### config.mk
export PLATFORM = sky130hd
export DESIGN_NAME = irq_arbiter
export DESIGN_NICKNAME = d
export VERILOG_FILES = /design/src/rtl/irq_arb_pkg.sv /design/src/rtl/irq_pend_track.sv /design/src/rtl/irq_prio_sel.sv /design/src/rtl/irq_req_hold.sv /design/src/rtl/irq_arbiter.sv
export SDC_FILE = /design/constraint.sdc
export NUM_CORES = 1
export LEC_CHECK = 0
export ABC_AREA = 1
export BUFFER_PORTS_ARGS = -buffer_cell sky130_fd_sc_hd__buf_4
export CAP_MARGIN = 20
export CORE_MARGIN = 2
export CORE_UTILIZATION = 43
export CTS_BUF_LIST = sky130_fd_sc_hd__clkbuf_2 sky130_fd_sc_hd__clkbuf_4 sky130_fd_sc_hd__clkbuf_8
export CTS_CLUSTER_DIAMETER = 40
export DETAILED_ROUTE_END_ITERATION = 10
export PLACE_DENSITY = 0.87
export SYNTH_ARGS = -nofsm -noshare
export SYNTH_HDL_FRONTEND = slang
export SYNTH_SLANG_ARGS = --single-unit
### constraint.sdc
create_clock -name clk -period 2.7 [get_ports clk]
set_clock_uncertainty 0.15 [all_clocks]
set_input_delay 0.54 -clock clk [delete_from_list [all_inputs] [get_ports clk]]
set_output_delay 0.54 -clock clk [all_outputs]
set_load 0.02 [all_outputs]
### src/rtl/irq_arb_pkg.sv
package irq_arb_pkg;

  typedef enum logic [1:0] {
    SRC_NONE = 2'd0,
    SRC_FP   = 2'd1,
    SRC_EXT  = 2'd2,
    SRC_DEC  = 2'd3
  } irq_src_e;

endpackage

### src/rtl/irq_pend_track.sv
module irq_pend_track (
  input  logic clk,
  input  logic rst,
  input  logic ext_irq_i,
  input  logic dec_expire_i,
  input  logic dec_clr_i,
  output logic ext_pend_o,
  output logic dec_pend_o
);

  logic ext_q;
  logic dec_q;

  always_ff @(posedge clk) begin
    if (rst) begin
      ext_q <= 1'b0;
      dec_q <= 1'b0;
    end else begin
      ext_q <= ext_irq_i;
      if (dec_expire_i)
        dec_q <= 1'b1;
      else if (dec_clr_i)
        dec_q <= 1'b0;
    end
  end

  assign ext_pend_o = ext_q;
  assign dec_pend_o = dec_q;

  AST_EXT_FOLLOWS_LINE: assert property (@(posedge clk) disable iff (rst)
    1'b1 |=> ext_pend_o == $past(ext_irq_i));

  AST_DEC_LATCHES: assert property (@(posedge clk) disable iff (rst)
    dec_expire_i |=> dec_pend_o);

  AST_DEC_CLEARS: assert property (@(posedge clk) disable iff (rst)
    dec_clr_i && !dec_expire_i |=> !dec_pend_o);

  AST_DEC_STICKY: assert property (@(posedge clk) disable iff (rst)
    dec_pend_o && !dec_clr_i |=> dec_pend_o);

endmodule

### src/rtl/irq_prio_sel.sv
module irq_prio_sel
  import irq_arb_pkg::*;
#(
  parameter int VEC_W    = 20,
  parameter int SRR_W    = 32,
  parameter int FP_VEC   = 'h700,
  parameter int EXT_VEC  = 'h500,
  parameter int DEC_VEC  = 'h900,
  parameter int FPEN_BIT = 20,
  parameter int SUBQ_BIT = 15
) (
  input  logic             ext_en_i,
  input  logic [1:0]       fp_mode_i,
  input  logic             fp_sum_i,
  input  logic             ext_pend_i,
  input  logic             dec_pend_i,
  output logic             hit_o,
  output irq_src_e         src_o,
  output logic [VEC_W-1:0] vec_o,
  output logic [SRR_W-1:0] srr_o
);

  localparam logic [SRR_W-1:0] FP_SRR =
    (SRR_W'(1) << FPEN_BIT) | (SRR_W'(1) << SUBQ_BIT);

  logic fp_live, ext_live, dec_live;

  assign fp_live  = (|fp_mode_i) && fp_sum_i;
  assign ext_live = ext_en_i && ext_pend_i;
  assign dec_live = ext_en_i && dec_pend_i;

  always_comb begin
    hit_o = 1'b1;
    src_o = SRC_NONE;
    vec_o = '0;
    srr_o = '0;
    if (fp_live) begin
      src_o = SRC_FP;
      vec_o = VEC_W'(FP_VEC);
      srr_o = FP_SRR;
    end else if (ext_live) begin
      src_o = SRC_EXT;
      vec_o = VEC_W'(EXT_VEC);
    end else if (dec_live) begin
      src_o = SRC_DEC;
      vec_o = VEC_W'(DEC_VEC);
    end else begin
      hit_o = 1'b0;
    end
  end

endmodule

### src/rtl/irq_req_hold.sv
module irq_req_hold
  import irq_arb_pkg::*;
#(
  parameter int VEC_W = 20,
  parameter int SRR_W = 32
) (
  input  logic             clk,
  input  logic             rst,
  input  logic             hit_i,
  input  irq_src_e         src_i,
  input  logic [VEC_W-1:0] vec_i,
  input  logic [SRR_W-1:0] srr_i,
  input  logic             ack_i,
  output logic             req_o,
  output irq_src_e         src_o,
  output logic [VEC_W-1:0] vec_o,
  output logic [SRR_W-1:0] srr_o
);

  logic             req_q;
  irq_src_e         src_q;
  logic [VEC_W-1:0] vec_q;
  logic [SRR_W-1:0] srr_q;

  always_ff @(posedge clk) begin
    if (rst) begin
      req_q <= 1'b0;
      src_q <= SRC_NONE;
      vec_q <= '0;
      srr_q <= '0;
    end else if (req_q) begin
      if (ack_i) begin
        req_q <= 1'b0;
        src_q <= SRC_NONE;
      end
    end else if (hit_i) begin
      req_q <= 1'b1;
      src_q <= src_i;
      vec_q <= vec_i;
      srr_q <= srr_i;
    end
  end

  assign req_o = req_q;
  assign src_o = src_q;
  assign vec_o = vec_q;
  assign srr_o = srr_q;

  AST_REQ_HELD: assert property (@(posedge clk) disable iff (rst)
    req_o && !ack_i |=> req_o && $stable(vec_o) && $stable(srr_o));

  AST_ACK_DROPS: assert property (@(posedge clk) disable iff (rst)
    req_o && ack_i |=> !req_o);

  AST_IDLE_RAISE: assert property (@(posedge clk) disable iff (rst)
    !req_o && hit_i |=> req_o && vec_o == $past(vec_i));

endmodule

### src/rtl/irq_arbiter.sv
module irq_arbiter
  import irq_arb_pkg::*;
#(
  parameter int VEC_W    = 20,
  parameter int SRR_W    = 32,
  parameter int FP_VEC   = 'h700,
  parameter int EXT_VEC  = 'h500,
  parameter int DEC_VEC  = 'h900,
  parameter int FPEN_BIT = 20,
  parameter int SUBQ_BIT = 15
) (
  input  logic             clk,
  input  logic             rst,
  input  logic             ext_irq_i,
  input  logic             dec_expire_i,
  input  logic             ext_en_i,
  input  logic [1:0]       fp_mode_i,
  input  logic             fp_sum_i,
  input  logic             take_ack_i,
  output logic             take_req_o,
  output logic [VEC_W-1:0] take_vec_o,
  output logic [SRR_W-1:0] take_srr_o
);

  logic             ext_pend, dec_pend, dec_clr;
  logic             hit;
  irq_src_e         sel_src, held_src;
  logic [VEC_W-1:0] sel_vec;
  logic [SRR_W-1:0] sel_srr;

  assign dec_clr = take_req_o && take_ack_i && (held_src == SRC_DEC);

  irq_pend_track u_pend (
    .clk          (clk),
    .rst          (rst),
    .ext_irq_i    (ext_irq_i),
    .dec_expire_i (dec_expire_i),
    .dec_clr_i    (dec_clr),
    .ext_pend_o   (ext_pend),
    .dec_pend_o   (dec_pend)
  );

  irq_prio_sel #(
    .VEC_W(VEC_W), .SRR_W(SRR_W), .FP_VEC(FP_VEC), .EXT_VEC(EXT_VEC),
    .DEC_VEC(DEC_VEC), .FPEN_BIT(FPEN_BIT), .SUBQ_BIT(SUBQ_BIT)
  ) u_sel (
    .ext_en_i   (ext_en_i),
    .fp_mode_i  (fp_mode_i),
    .fp_sum_i   (fp_sum_i),
    .ext_pend_i (ext_pend),
    .dec_pend_i (dec_pend),
    .hit_o      (hit),
    .src_o      (sel_src),
    .vec_o      (sel_vec),
    .srr_o      (sel_srr)
  );

  irq_req_hold #(.VEC_W(VEC_W), .SRR_W(SRR_W)) u_hold (
    .clk   (clk),
    .rst   (rst),
    .hit_i (hit),
    .src_i (sel_src),
    .vec_i (sel_vec),
    .srr_i (sel_srr),
    .ack_i (take_ack_i),
    .req_o (take_req_o),
    .src_o (held_src),
    .vec_o (take_vec_o),
    .srr_o (take_srr_o)
  );

  AST_FP_FIRST: assert property (@(posedge clk) disable iff (rst)
    !take_req_o && (|fp_mode_i) && fp_sum_i |=> take_req_o && take_vec_o == VEC_W'(FP_VEC));

  AST_GATED_BY_EN: assert property (@(posedge clk) disable iff (rst)
    !take_req_o && !ext_en_i && !((|fp_mode_i) && fp_sum_i) |=> !take_req_o);

  AST_EXT_OVER_DEC: assert property (@(posedge clk) disable iff (rst)
    !take_req_o && ext_en_i && ext_pend && !((|fp_mode_i) && fp_sum_i)
      |=> take_vec_o == VEC_W'(EXT_VEC));

  AST_VEC_LEGAL: assert property (@(posedge clk) disable iff (rst)
    take_req_o |-> take_vec_o == VEC_W'(FP_VEC) || take_vec_o == VEC_W'(EXT_VEC)
                   || take_vec_o == VEC_W'(DEC_VEC));

endmodule

; Word-level counts from Yosys, hierarchy flattened
; Cells that the tools add are included.
[classes]
eq_ne = 2
n_mux = 18
bitwise_logic = 1
n_reduce_logical = 10
[op_table]
columns = operator, n
row1 = $mux W20, 2
row2 = $mux W21, 1
row3 = $mux W12, 1
row4 = $mux W2, 6
row5 = $mux W1, 8
row6 = $logic_and A1 B1 Y1, 5
row7 = $reduce_and A2 Y1, 2
row8 = $reduce_bool A2 Y1, 2
row9 = $eq A2 B2 Y1 const B, 1
row10 = $ne A2 B2 Y1 const B, 1
row11 = $reduce_or A2 Y1, 1
row12 = $not A1 Y1, 1
[word_totals]
register_bits = 57
in_bits = 9
output_inout_bits = 53
elab_cells = 37

; Logic depth before layout (Yosys ltp)
[logic_depth]
depth_word = 6
ltp_mapped = 6
ltp_nobuf = 6

; Cells and area by module
; A second synthesis with hierarchy kept.
[hier_totals]
cells_unflattened = 314
area_unflattened_um2 = 2451.1
[modules_own_cells]
columns = module, n_inst, cells_each, area_per_inst_um2, seq_area_each_um2
row1 = irq_req_hold, 1, 240, 1933.1, 1101.1
row2 = irq_prio_sel, 1, 63, 439.2, 0.0
row3 = irq_pend_track, 1, 8, 67.6, 40.0
row4 = irq_arbiter, 1, 3, 11.3, 0.0

; Worst setup path after synthesis
; No wires, ideal clock.
[synth_timing]
path_type = register -> output
start = reg u_hold.srr_o[15] (netlist name)
end = out take_srr_o[20]
arrival_ps = 639
t_required_ps = 2010
path_slack_ps = 1371
stages_incl_launch_ff = 2
cell_sequence = dfxtp_1 -> buf_4
[synth_rtl]
columns = item, line_no
row1 = to (decl), irq_arbiter.sv:22  ; output logic [SRR_W-1:0] take_srr_o

; Worst setup path in the final report
[layout_timing]
start = reg u_hold.req_q (netlist: u_hold.req_o)
end = out take_req_o
[layout_rtl]
columns = item, line_no
row1 = from (decl), irq_req_hold.sv:20  ; logic req_q;
row2 = from (signal assigned), irq_req_hold.sv:27  ; req_q <= 1'b0;
row3 = from (signal assigned), irq_req_hold.sv:33  ; req_q <= 1'b0;
row4 = from (signal assigned), irq_req_hold.sv:37  ; req_q <= 1'b1;
row5 = to (decl), irq_arbiter.sv:20  ; output logic take_req_o,
; No word-level cell between the ends.

==> results.toml <==
[timing]
finalCritPeriodShare_pct = 55.7
setup_viol = 0
setup_tns_ns = 0
rsz0062_at_grt = "no"
fin_ws_ns = 1.20
period_minus_slack_ns = 1.50
hold_viol_final = 0
maxSlewViolCount = 0
fmax_mhz = 665

[setup_path]
path_class = "reg -> out"
start_kind = "flop"
critPathMaxFanout = 4
worstPathArrival_ns = 0.81
required_ns = 2.01
path_delay_family = "flip-flops"
r2r_start = "u_hold.req_o"
cp-startpoint = "u_hold.req_o"
cp_cell_sequence = "buf_4"
endpoint_kind = "primary output"
cpPeakStageDelay_ns = 0.38
crit_slowest_cell = "dfxtp_1"
worst-path-buf-inv = 1

[run_status]
status = "completed"

[global_routing]
groute.usage.overall_pct = 10.2
grt_pass1_vias = 388
grt_max_degree = 10
grt_pass1_wl_um = 1470
antenna_found_initial = 0
grt_overflow = 0

[route]
wl_um = 1050
via_per_inst = 3.83
drc = 0
ant_nets = 0
vias = 498
wire_per_inst_um = 8.06
dr.pass1.iters = 4
drtIter0Drc = 11

[cts]
cts_tree = "yes"
cts_buffers = 3
clk_latency_ns = 0.27
postCtsHoldBufs = 0
clk_pin_slew_ns = 0.06
post_cts_buffers = 0
ctsResizeCount = 0
cts_buffer_depth = 2
cts_root_buf = "clkbuf_4"
clock_sinks = 9
h-tree-depth = 1

[yosys]
ys_seq_area_share_pct = 23.6
yosysWarnings = 0
avgSynthCellArea_um2 = 7.79
ys_types = 18
ys_ff_latch = 9
synth.cell_area_um2 = 763
synth_cells = 98

[die]
die_y_um = 46.1
initial_core_util_pct = 45.2
core_area_mm2 = 0.00169
rows = 15
die-area_mm2 = 0.00213
ios = 62
chipWidth_um = 46.1

[power_and_ir_drop]
leakagePower_nw = 0.418
irDropWorstVdd_v = 0.000315
p_per_area_mw_per_mm2 = 544
power_uw = 398

[placement]
placedCellCount = 126
portBuffers = 15
dp_hpwl_um = 866
post-place-ws_ns = 1.28
gp_congestion = 0.687

[final_layout]
fillers = 180
fin_util_pct = 43.3
nets = 123
drive_gt1_share_pct = 24.8
diodes = 0
syn2layout_area_growth_pct = -4.10
finalNonFillerCells = 130

[worst_hold_path]
hold_path.startpoint = "u_hold.vec_o[8]"
hold_class = "reg -> reg"

[job]
maxCapViolations = 0
## routing by layer
metal  track usage [%]  vias up  wire [um]
li1                  -      240          -
met4              10.3        0         25
met3              3.92        4        119
met1              10.5      209        366
met2              15.3       45        537
met5                 0        -          0
## cell usage after synthesis
master,n,area [um2]
buf_4,48,360
nand4_1,2,12.5
nand3_2,1,10.0
a21oi_2,1,8.76
nand2_2,3,18.8
inv_1,5,18.8
dfxtp_1,9,180
nor2_1,6,22.5
o21bai_1,1,7.51
nand2_1,6,22.5
clkbuf_1,1,3.75
nand2_4,2,22.5
nand3_4,1,17.5
nand3_1,2,10.0
o21ai_0,3,15.0
a21oi_1,5,25.0
conb_1,1,3.75
inv_2,1,3.75
## registers in the layout, summed over array words and instances, names as in the netlist
name,cells
u_hold.srr_o,1
u_hold.src_o,2
u_pend.dec_pend_o,1
u_hold.vec_o,3
u_hold.req_o,1
u_pend.ext_pend_o,1
## where the power goes
part,switching [mW],internal (mW),total (mW)
clock,0.0496,0.0672,0.117
combinational,0.0987,0.0314,0.130
sequential,0.00754,0.144,0.151
total,0.156,0.242,0.398
## cell usage in the layout, fill, tap and decap left out, types with 2 or more instances in the layout
master	count
nand2_4	2
conb_1	46
nand2_2	3
o21ai_0	3
a21oi_1	5
nor2_1	6
nand4_1	2
inv_1	5
clkbuf_4	4
nand3_1	2
buf_4	15
nand2_1	6
dfxtp_1	9
## worst register-to-register path: stages (launching register included)
cell	delay, ns
dfxtp_1	0.38
inv_2	0.10
nand3_4	0.13
o21ai_0	0.10
a21oi_1	0.12
nor2_1	0.05
## kinds of logic after synthesis
family	Yosys count	share of synthesized area, %
other	1	0.491
AND/OR/NAND/NOR	23	17.9
buffers and inverters	55	50.7
flip-flops	9	23.6
AO/OA/AOI/OAI	10	7.38
## final cells by class
cell class / count / area, um2 / area share [%]
Clock buffer: 4 / 30.0 / 4.10
Inverter: 6 / 22.5 / 3.08
Multi-Input combinational cell: 79 / 365 / 49.9
Sequential cell: 9 / 180 / 24.6
Tap cell: 17 / 21.3 / 2.91
Timing Repair Buffer: 15 / 113 / 15.4
## path summary, 6_finish.rpt
kind,endpoint,slack [ns],cells past startpoint
worst max register to register,u_hold.vec_o[10],1.55,5
worst min register to register,u_hold.vec_o[8],0.32,2
worst max-delay path,take_req_o,1.20,1
worst min-delay path,u_hold.vec_o[8],0.32,2
## stage by stage
step / hold slack [ns] / area [um2]
after CTS: 0.325 / 732
after global placement: 0.298 / 702
after global routing: 0.351 / 732
final: 0.319 / 732
after detailed placement: 0.302 / 702
after floorplan: 0.312 / 932
Note: power is estimated with default switching activity, not from simulation.
